$ cat config.mk
export PLATFORM = sky130hd
export DESIGN_NAME = ctrl_frame_injector
export DESIGN_NICKNAME = d
export VERILOG_FILES = /design/src/rtl/inj_pkg.sv /design/src/rtl/inj_ctrl.sv /design/src/rtl/inj_datapath.sv /design/src/rtl/ctrl_frame_injector.sv
export SDC_FILE = /design/constraint.sdc
export NUM_CORES = 1
export LEC_CHECK = 0
export ABC_AREA = 0
export BUFFER_PORTS_ARGS = -buffer_cell sky130_fd_sc_hd__buf_2
export CAP_MARGIN = 20
export CORE_MARGIN = 2
export CORE_UTILIZATION = 45
export CTS_BUF_LIST = sky130_fd_sc_hd__clkbuf_16
export DETAILED_ROUTE_END_ITERATION = 10
export HOLD_SLACK_MARGIN = 0.08
export PLACE_DENSITY = 0.67
export REMOVE_ABC_BUFFERS = 1
export SYNTH_ARGS = -nofsm -noshare
export SYNTH_HDL_FRONTEND = slang
export SYNTH_SLANG_ARGS = --single-unit
$ cat constraint.sdc
create_clock -name clk -period 4.7 [get_ports clk]
set_input_delay 0.705 -clock clk [delete_from_list [all_inputs] [get_ports clk]]
set_output_delay 0.705 -clock clk [all_outputs]
set_load 0.1 [all_outputs]
$ cat src/rtl/inj_pkg.sv
package inj_pkg;

  typedef enum logic [3:0] {
    OP_NONE     = 4'd0,
    OP_FC_CRC   = 4'd1,
    OP_FC_CREQ  = 4'd2,
    OP_FC_RSVD  = 4'd3,
    OP_SEQ_INC  = 4'd4,
    OP_SEQ_DEC  = 4'd5,
    OP_TC_SWAP  = 4'd6,
    OP_CREDIT   = 4'd7,
    OP_CODE     = 4'd8,
    OP_SYM      = 4'd9,
    OP_DISP     = 4'd10,
    OP_EXTRA    = 4'd11,
    OP_PA_CRC   = 4'd12,
    OP_PA_RSVD  = 4'd13,
    OP_FUNC_INC = 4'd14,
    OP_SKIP     = 4'd15
  } injOp_e;

  // Strobes from control to datapath, valid for every word of the current frame
  typedef struct packed {
    logic       invCrc;
    logic       setCreq;
    logic       invFcRsvd;
    logic       seqInc;
    logic       seqDec;
    logic       setTc;
    logic       putCredit;
    logic       putCode;
    logic       symErr;
    logic       dispErr;
    logic       extraSym;
    logic       invPaRsvd;
    logic       funcInc;
    logic       drop;
    logic [7:0] arg;
  } injStrobe_t;

  function automatic logic isPaOp(injOp_e op);
    return (op == OP_PA_CRC) || (op == OP_PA_RSVD) ||
           (op == OP_FUNC_INC) || (op == OP_SKIP);
  endfunction

endpackage

$ cat src/rtl/inj_ctrl.sv
module inj_ctrl
  import inj_pkg::*;
#(
  parameter int KIND_W  = 4,
  parameter int FC_KIND = 1,
  parameter int PA_KIND = 2,
  parameter int FUNC_W  = 4,
  parameter int CAP_FUNC = 3
) (
  input  logic              clk,
  input  logic              rstN,
  input  logic              cmdWrite,
  input  logic [3:0]        cmdOp,
  input  logic [7:0]        cmdArg,
  input  logic              inValid,
  input  logic              inSop,
  input  logic              inEop,
  input  logic [KIND_W-1:0] hdrKind,
  input  logic              hdrTc,
  input  logic [FUNC_W-1:0] hdrFunc,
  output injStrobe_t        strobe,
  output logic              frameOn,
  output logic              injDone
);

  logic       armed;
  injOp_e     armedOp;
  logic [7:0] armedArg;
  logic       activeOn;
  injOp_e     activeOp;
  logic [7:0] activeArg;

  logic       isFc, isPa, match, hit, sopNow;
  injOp_e     curOp;
  logic [7:0] curArg;

  always_comb begin
    isFc   = (hdrKind == KIND_W'(FC_KIND));
    isPa   = (hdrKind == KIND_W'(PA_KIND));
    sopNow = inValid && inSop;
    case (armedOp)
      OP_NONE:    match = 1'b0;
      OP_TC_SWAP: match = isFc && !hdrTc;
      OP_SKIP:    match = isPa && (hdrFunc == FUNC_W'(CAP_FUNC));
      default:    match = isPaOp(armedOp) ? isPa : isFc;
    endcase
    hit     = armed && sopNow && match;
    frameOn = sopNow ? hit : activeOn;
    curOp   = sopNow ? armedOp : activeOp;
    curArg  = sopNow ? armedArg : activeArg;
  end

  always_comb begin
    strobe     = '0;
    strobe.arg = curArg;
    if (frameOn) begin
      case (curOp)
        OP_FC_CRC, OP_PA_CRC: strobe.invCrc    = 1'b1;
        OP_FC_CREQ:           strobe.setCreq   = 1'b1;
        OP_FC_RSVD:           strobe.invFcRsvd = 1'b1;
        OP_SEQ_INC:           strobe.seqInc    = 1'b1;
        OP_SEQ_DEC:           strobe.seqDec    = 1'b1;
        OP_TC_SWAP:           strobe.setTc     = 1'b1;
        OP_CREDIT:            strobe.putCredit = 1'b1;
        OP_CODE:              strobe.putCode   = 1'b1;
        OP_SYM:               strobe.symErr    = 1'b1;
        OP_DISP:              strobe.dispErr   = 1'b1;
        OP_EXTRA:             strobe.extraSym  = 1'b1;
        OP_PA_RSVD:           strobe.invPaRsvd = 1'b1;
        OP_FUNC_INC:          strobe.funcInc   = 1'b1;
        OP_SKIP:              strobe.drop      = 1'b1;
        default:              strobe.drop      = 1'b0;
      endcase
    end
  end

  // Arming: a write wins over the clear caused by a hit in the same cycle
  always_ff @(posedge clk or negedge rstN) begin
    if (!rstN) begin
      armed    <= 1'b0;
      armedOp  <= OP_NONE;
      armedArg <= '0;
    end else if (cmdWrite) begin
      armed    <= (cmdOp != 4'd0);
      armedOp  <= injOp_e'(cmdOp);
      armedArg <= cmdArg;
    end else if (hit) begin
      armed    <= 1'b0;
    end
  end

  // Per-frame capture of the command taken at the header word
  always_ff @(posedge clk or negedge rstN) begin
    if (!rstN) begin
      activeOn  <= 1'b0;
      activeOp  <= OP_NONE;
      activeArg <= '0;
      injDone   <= 1'b0;
    end else begin
      injDone <= frameOn && inValid && inEop;
      if (sopNow && !inEop) begin
        activeOn  <= hit;
        activeOp  <= armedOp;
        activeArg <= armedArg;
      end else if (inValid && inEop) begin
        activeOn  <= 1'b0;
      end
    end
  end

endmodule

$ cat src/rtl/inj_datapath.sv
module inj_datapath
  import inj_pkg::*;
#(
  parameter int DATA_W     = 16,
  parameter int CREQ_BIT   = 11,
  parameter int FCRSV_LSB  = 9,
  parameter int FCRSV_W    = 2,
  parameter int TC_BIT     = 8,
  parameter int CODE_LSB   = 5,
  parameter int SEQ_LSB    = 0,
  parameter int SEQ_W      = 5,
  parameter int CREDIT_LSB = 0,
  parameter int CREDIT_W   = 8,
  parameter int FUNC_LSB   = 8,
  parameter int FUNC_W     = 4,
  parameter int PARSV_LSB  = 6,
  parameter int PARSV_W    = 2,
  parameter int CRC_LSB    = 0,
  parameter int CRC_W      = 16
) (
  input  logic              clk,
  input  logic              rstN,
  input  logic              inValid,
  input  logic              inSop,
  input  logic              inEop,
  input  logic [DATA_W-1:0] inData,
  input  injStrobe_t        strobe,
  output logic              outValid,
  output logic              outSop,
  output logic              outEop,
  output logic [DATA_W-1:0] outData,
  output logic              outSymErr,
  output logic              outDispErr,
  output logic              outExtraSym
);

  localparam int CODE_W = 3;

  logic              afterSop;
  logic [DATA_W-1:0] word;
  logic              keep;

  always_comb begin
    word = inData;
    keep = inValid && !strobe.drop;
    if (inSop) begin
      if (strobe.setCreq)   word[CREQ_BIT] = 1'b1;
      if (strobe.setTc)     word[TC_BIT] = 1'b1;
      if (strobe.invFcRsvd) word[FCRSV_LSB +: FCRSV_W] = ~inData[FCRSV_LSB +: FCRSV_W];
      if (strobe.invPaRsvd) word[PARSV_LSB +: PARSV_W] = ~inData[PARSV_LSB +: PARSV_W];
      if (strobe.seqInc)    word[SEQ_LSB +: SEQ_W] = inData[SEQ_LSB +: SEQ_W] + SEQ_W'(1);
      if (strobe.seqDec)    word[SEQ_LSB +: SEQ_W] = inData[SEQ_LSB +: SEQ_W] - SEQ_W'(1);
      if (strobe.funcInc)   word[FUNC_LSB +: FUNC_W] = inData[FUNC_LSB +: FUNC_W] + FUNC_W'(1);
      if (strobe.putCode)   word[CODE_LSB +: CODE_W] = strobe.arg[CODE_W-1:0];
    end
    if (afterSop && strobe.putCredit)
      word[CREDIT_LSB +: CREDIT_W] = strobe.arg[CREDIT_W-1:0];
    if (inEop && strobe.invCrc)
      word[CRC_LSB +: CRC_W] = ~inData[CRC_LSB +: CRC_W];
  end

  always_ff @(posedge clk or negedge rstN) begin
    if (!rstN) begin
      afterSop    <= 1'b0;
      outValid    <= 1'b0;
      outSop      <= 1'b0;
      outEop      <= 1'b0;
      outData     <= '0;
      outSymErr   <= 1'b0;
      outDispErr  <= 1'b0;
      outExtraSym <= 1'b0;
    end else begin
      if (inValid) afterSop <= inSop && !inEop;
      outValid    <= keep;
      outSop      <= keep && inSop;
      outEop      <= keep && inEop;
      if (inValid) outData <= word;
      outSymErr   <= keep && inSop && strobe.symErr;
      outDispErr  <= keep && inSop && strobe.dispErr;
      outExtraSym <= keep && inEop && strobe.extraSym;
    end
  end

endmodule

$ cat src/rtl/ctrl_frame_injector.sv
module ctrl_frame_injector
  import inj_pkg::*;
#(
  parameter int DATA_W     = 16,
  parameter int KIND_LSB   = 12,
  parameter int KIND_W     = 4,
  parameter int FC_KIND    = 1,
  parameter int PA_KIND    = 2,
  parameter int CREQ_BIT   = 11,
  parameter int FCRSV_LSB  = 9,
  parameter int FCRSV_W    = 2,
  parameter int TC_BIT     = 8,
  parameter int CODE_LSB   = 5,
  parameter int SEQ_LSB    = 0,
  parameter int SEQ_W      = 5,
  parameter int CREDIT_LSB = 0,
  parameter int CREDIT_W   = 8,
  parameter int FUNC_LSB   = 8,
  parameter int FUNC_W     = 4,
  parameter int CAP_FUNC   = 3,
  parameter int PARSV_LSB  = 6,
  parameter int PARSV_W    = 2,
  parameter int CRC_LSB    = 0,
  parameter int CRC_W      = 16
) (
  input  logic              clk,
  input  logic              rstN,
  input  logic              cmdWrite,
  input  logic [3:0]        cmdOp,
  input  logic [7:0]        cmdArg,
  input  logic              inValid,
  input  logic              inSop,
  input  logic              inEop,
  input  logic [DATA_W-1:0] inData,
  output logic              outValid,
  output logic              outSop,
  output logic              outEop,
  output logic [DATA_W-1:0] outData,
  output logic              outSymErr,
  output logic              outDispErr,
  output logic              outExtraSym,
  output logic              injDone
);

  injStrobe_t strobe;
  logic       frameOn;

  inj_ctrl #(
    .KIND_W(KIND_W), .FC_KIND(FC_KIND), .PA_KIND(PA_KIND),
    .FUNC_W(FUNC_W), .CAP_FUNC(CAP_FUNC)
  ) u_ctrl (
    .clk(clk), .rstN(rstN),
    .cmdWrite(cmdWrite), .cmdOp(cmdOp), .cmdArg(cmdArg),
    .inValid(inValid), .inSop(inSop), .inEop(inEop),
    .hdrKind(inData[KIND_LSB +: KIND_W]),
    .hdrTc(inData[TC_BIT]),
    .hdrFunc(inData[FUNC_LSB +: FUNC_W]),
    .strobe(strobe), .frameOn(frameOn), .injDone(injDone)
  );

  inj_datapath #(
    .DATA_W(DATA_W), .CREQ_BIT(CREQ_BIT), .FCRSV_LSB(FCRSV_LSB), .FCRSV_W(FCRSV_W),
    .TC_BIT(TC_BIT), .CODE_LSB(CODE_LSB), .SEQ_LSB(SEQ_LSB), .SEQ_W(SEQ_W),
    .CREDIT_LSB(CREDIT_LSB), .CREDIT_W(CREDIT_W), .FUNC_LSB(FUNC_LSB), .FUNC_W(FUNC_W),
    .PARSV_LSB(PARSV_LSB), .PARSV_W(PARSV_W), .CRC_LSB(CRC_LSB), .CRC_W(CRC_W)
  ) u_dp (
    .clk(clk), .rstN(rstN),
    .inValid(inValid), .inSop(inSop), .inEop(inEop), .inData(inData),
    .strobe(strobe),
    .outValid(outValid), .outSop(outSop), .outEop(outEop), .outData(outData),
    .outSymErr(outSymErr), .outDispErr(outDispErr), .outExtraSym(outExtraSym)
  );

endmodule

# Yosys cells after proc, flatten, opt, wreduce, memory -nomap -nowiden
# Index checks and enable logic that the tools add are counted.
# classes
eq_ne	23
muxes	35
reduce_logical	29
bitwise_logic	3
addsub	3
# op_table
operator	n
equality test 4 bit (second input constant)	12
two-way mux 1 bit	22
equality test 4 x 3 -> 1 bit (second input constant)	5
logical AND 1 bit	18
equality test 4 x 2 -> 1 bit (second input constant)	4
two-way mux 16 bit	1
two-way mux 8 bit	2
NOT 16 bit	1
two-way mux 14 bit	1
two-way mux 12 bit	1
two-way mux 5 bit	2
equality test 4 x 1 -> 1 bit (second input constant)	2
two-way mux 4 bit	2
adder 5 x 1 -> 5 bit (second input constant)	1
subtractor 5 x 1 -> 5 bit (second input constant)	1
adder 4 x 1 -> 4 bit (second input constant)	1
zero test 4 bit	1
two-way mux 2 bit	2
NOT 2 bit	2
nonzero test 2 bit	2
nonzero test 4 bit	1
zero test 1 bit	3
logical OR 1 bit	3
two-way mux 3 bit	1
2 further kinds	2
# totals
reg_bits	50
wordCells	108
output_inout_bits	23
input_bits	34

# Logic depth before layout (Yosys ltp)
# depth
ltp_word	14
mapped_depth	10
depth_no_buf	8

# Hierarchy
# From an unflattened synthesis, not the netlist that was laid out.
# unflattened
cells_unflattened	341
hier_area_um2	2955.3
# modules_own_cells
mod	n_inst	cells_each	area_each_um2	seq_area_each_um2
inj_ctrl	1	184	1520.2	675.6
inj_datapath	1	157	1435.1	575.6

# Worst setup path after synthesis
# OpenSTA, ideal clock, no wires.
# synth_timing
path_kind	input -> register
from	in inData[13]
to	reg u_dp.outData[3]
path_buffers	1
setup_time_ps	126
slack_ps	2026
path_stages	8
arrival_ps	2548
required_ps	4574
cell_sequence	or4b_4 > o22ai_4 > and4_1 > o211a_1 > buf_2 > nor2_1 > o211a_1 > o32a_1
# synth_via
elab_chain_len	11
elab_cells_between_ends	16
classes_between	eq/ne: 2; mux: 9; reduce/logical: 5
# synth_lines
element	line_no	source
start: declaration	ctrl_frame_injector.sv:34	input logic [DATA_W-1:0] inData,
equality test 4 x 1 -> 1 bit / equality test 4 x 2 -> 1 bit (equally long branches)	inj_ctrl.sv:38, inj_ctrl.sv:39	
two-way mux 1 bit (tied with other cells)	inj_ctrl.sv:45	default: match = isPaOp(armedOp) ? isPa : isFc;
case mux 1 bit (3 select lines) (*)	inj_ctrl.sv:41	case (armedOp)
logical AND 1 bit (*)	inj_ctrl.sv:47	hit = armed && sopNow && match;
two-way mux 1 bit (*)	inj_ctrl.sv:48	frameOn = sopNow ? hit : activeOn;
two-way mux 14 bit (*)	inj_ctrl.sv:56	if (frameOn) begin
two-way mux 5 bit	inj_datapath.sv:51	if (strobe.seqInc) word[SEQ_LSB +: SEQ_W] = inData[SEQ_LSB +: SEQ_W] + SEQ_W'(1);
two-way mux 5 bit	inj_datapath.sv:52	if (strobe.seqDec) word[SEQ_LSB +: SEQ_W] = inData[SEQ_LSB +: SEQ_W] - SEQ_W'(1);
two-way mux 12 bit	inj_datapath.sv:46	if (inSop) begin
two-way mux 8 bit	inj_datapath.sv:56	if (afterSop && strobe.putCredit)
two-way mux 16 bit (*)	inj_datapath.sv:58	if (inEop && strobe.invCrc)
end signal: assignment	inj_datapath.sv:77	if (inValid) outData <= word;
end: declaration	inj_datapath.sv:31	output logic [DATA_W-1:0] outData,
# Every way passes the cells marked *; elsewhere a longest branch is shown, timed or not.
# A chain may end at the register's enable or synchronous reset.

# Final worst setup path
# layout_timing
from	in inSop
to	reg u_dp.outData[3]
# layout_via
elab_chain_len	10
elab_cells_between_ends	24
classes_between	eq/ne: 5; mux: 13; reduce/logical: 6
# layout_lines
element	line_no	source
start: declaration	ctrl_frame_injector.sv:32	input logic inSop,
logical AND 1 bit	inj_ctrl.sv:40	sopNow = inValid && inSop;
two-way mux 4 bit / logical AND 1 bit (equally long branches)	inj_ctrl.sv:49, inj_ctrl.sv:47	
equality test 4 x 3 -> 1 bit / logical AND 1 bit (equally long branches)	inj_ctrl.sv:57, inj_ctrl.sv:47	
two-way mux 1 bit (on tied branches)	inj_ctrl.sv:57, inj_ctrl.sv:48	
two-way mux 14 bit	inj_ctrl.sv:56	
two-way mux 5 bit	inj_datapath.sv:51	
two-way mux 5 bit	inj_datapath.sv:52	
two-way mux 12 bit	inj_datapath.sv:46	
two-way mux 8 bit	inj_datapath.sv:56	
two-way mux 16 bit (*)	inj_datapath.sv:58	
# Marks and branches as above.

==> metrics.txt <==
Rows=29; Slew headroom=0.573; Routed wire per std cell=17.1 um; actual slew at the worst max-slew pin=0.638 ns; final core occ=0.545; R2R Path Start=u_ctrl.armedOp[0]; number of vias per cell=5.91; mean area per synthesized cell=10.2 um^2; layout cell share with drive strength beyond 1=0.313; WP data arrival=about 3.2 ns; Placed Instance Area=3350 um^2; Lkg Pwr=1.58 nW; Final HPWL DP=5.24 mm; Setup crit end kind=register; WP data required=4.88 ns; outcome=complete, but fails checks; Clock Skew=0.00796 ns; via count=2,512; Final Hold Viols=0; critical path type=primary input to register; Clock Tree Buf Depth=2; # diodes=0; Max VDD drop=about 0.16 mV; dpl ws=1.41 ns; failing checks=DRC; Startpoint Class=primary input; Num CTS Buffers=5; die height=85.7 um; largest family of logic cells by synthesized area=compound AO/OA/AOI/OAI gates; flops & latches, synth=50; non-filler cells, final=425; DRC=3; worst reg2reg path endpoint=u_dp.outData[3]; Placeable Area=6420 um^2; first-pass GRT wire length=12.0 mm; Total Neg Setup Slack=0 ns; fillcell total=601; largest net degree at the start of global routing=51; share of synthesized flip-flops with an asynchronous set or reset=1.00; Power Density=354 nW/um^2; Starting Density=0.468; Max Cap Viol=0; CTS tree=done; CP max-delay cell=a21boi_0; Clk Tree Root Cell=clkbuf_16; I/O Pins=57; EDFF count, synth=0; Cell Area, Synth=about 3000 um^2; IO buf count=56; clk sinks=50; area share of the largest cell type after synthesis=0.416; final instance area=3500 um^2; post-cts resize count=0; Layout Nets=approximately 380; Clk pin slew, worst setup/hold paths=0.07 ns; cts hold-fix bufs=0; prevailing post-synth register cell=dfrtp_1; DP Cell Count=417; grt total ovfl=0; vias in the first global route=2,458; Seq/Total Area, Yosys=0.416; global-route usage over all layers=0.205; unrepaired setup endpoints after global routing=false; final worst path period share=0.639; total power=1.24 mW; global placement routability congestion=0.913; most common cell in the netlist=dfrtp_1; hold_ws=0.500 ns; simple-gate area share of the yosys netlist=0.162; fmax=333 MHz; complex-gate fraction of the synthesized area=0.208; CTS H-tree lvls=2; drt total wl=7.26 mm; Die Wd=85.7 um; CP peak stage delay=roughly 0.47 ns; Syn. warnings=0; Final Setup Violations=0; top cells by count, synth=50 x dfrtp_1, 28 x mux2_2, 22 x nor2_1, 17 x nand2_1; Max FO, Critical Path=24; Synth Area in Adders=0.0125; Gate Count Post-Synth=approximately 300; Setup WS post-layout=around 1.7 ns; die area=7350 um^2; min-delay worst type=primary input to async pin; flop2flop setup slack=just under 2 ns; postcts setup bufs=0; max-slew violations=0; remaining antenna violation count=0; Pre-antenna DRT Iters=7; Netlist cell types=61; Area contributors post-synth=dfrtp_1 42%, mux2_2 10%, mux2i_1 4.0%; initial antenna violation count=0; R2R depth=7; cell taking the most area after synthesis=dfrtp_1; 1st-iter DRT viols=152; area delta synth->final=16.5%; Cell Chain, Critical Path=buf_2 > nand2_2 > mux2i_1 > and4_1 > a21boi_0 > nor2_1 > o211a_1 > o32a_1; multiplexer share of the synthesized area=0.145; Tmin final=around 3 ns; Worst-Skew Late Latency=0.29 ns; Synth Area in XOR/XNOR=0.0175
## kinds of logic after synthesis
kind of cell / Yosys count
simple gates: 87
flops: 50
xor+xnor: 6
fa+ha+maj: 3
mux: 40
compound gates: 80
buf+inv: 30
## critical path: cells and delay by family
| family | cells | cell delay [ns] |
|---|---|---|
| AOI/OAI and AO/OA | 3 | 0.94 |
| buffers and inverters | 1 | 0.35 |
| muxes | 1 | 0.41 |
| and+or+nand+nor | 3 | 0.75 |
## how the worst max path moves through the flow
stage                    start              end  slack [ns]  depth (start not counted)
global route           inValid  u_dp.outData[3]        1.50                          9
finish                   inSop  u_dp.outData[3]        1.70                          8
floorplan           inData[13]  u_dp.outData[5]        1.90                          7
global placement         inSop  u_dp.outData[3]        1.49                          8
CTS                      inSop  u_dp.outData[3]        1.72                          8
detailed placement       inSop  u_dp.outData[3]        1.41                          8
## state kept, by name (all words and copies together), names as in the netlist
register,flops
u_dp.outEop,1
u_ctrl.activeOp,4
u_ctrl.armed,1
u_dp.outDispErr,1
u_dp.outValid,1
u_dp.outSymErr,1
u_dp.outSop,1
u_dp.outExtraSym,1
u_ctrl.armedArg,8
u_ctrl.activeOn,1
u_ctrl.injDone,1
u_dp.outData,16
u_dp.afterSop,1
u_ctrl.armedOp,4
u_ctrl.activeArg,8
## layout make-up
class,count,area [um^2],area share
Clock buffer,5,125,0.0357
Timing Repair Buffer,61,318,0.0908
Tap cell,77,96.3,0.0275
Multi-Input combinational cell,216,1640,0.467
Clock inverter,3,26.3,0.00751
Sequential cell,50,1250,0.357
Inverter,13,48.8,0.0139
## power by group
part           leakage (nW)  switching, mW  total, mW  internal (mW)
Combinational         0.903          0.240      0.348          0.108
Clock                0.0748          0.171      0.373          0.202
Sequential            0.600         0.0377      0.518          0.481
Total                  1.58          0.448       1.24          0.791
## layout by cell type (no fill, tap or decap), types with 3 or more instances in the layout
master / count
and2_1: 4
o21ai_0: 12
buf_2: 56
nor3_1: 4
xnor2_1: 5
a41oi_1: 5
clkbuf_16: 5
o211a_1: 3
mux2i_1: 12
o221ai_1: 4
a31oi_1: 8
buf_4: 5
nor2b_1: 3
and3_1: 7
nand2_1: 17
ha_1: 3
mux2_2: 28
a21oi_1: 13
o211ai_1: 3
inv_1: 13
nor4_1: 4
nand3_1: 7
nor2_1: 22
dfrtp_1: 50
## routing by layer
| metal | track usage | vias up | routed length (um) |
|---|---|---|---|
| met3 | 0.0433 | 10 | 356 |
| met5 | 0 | - | 0 |
| met4 | 0.0779 | 0 | 110 |
| met1 | 0.282 | 1218 | 3500 |
| li1 | - | 1220 | - |
| met2 | 0.319 | 64 | 3300 |
Power figures use the tool's default switching activity.
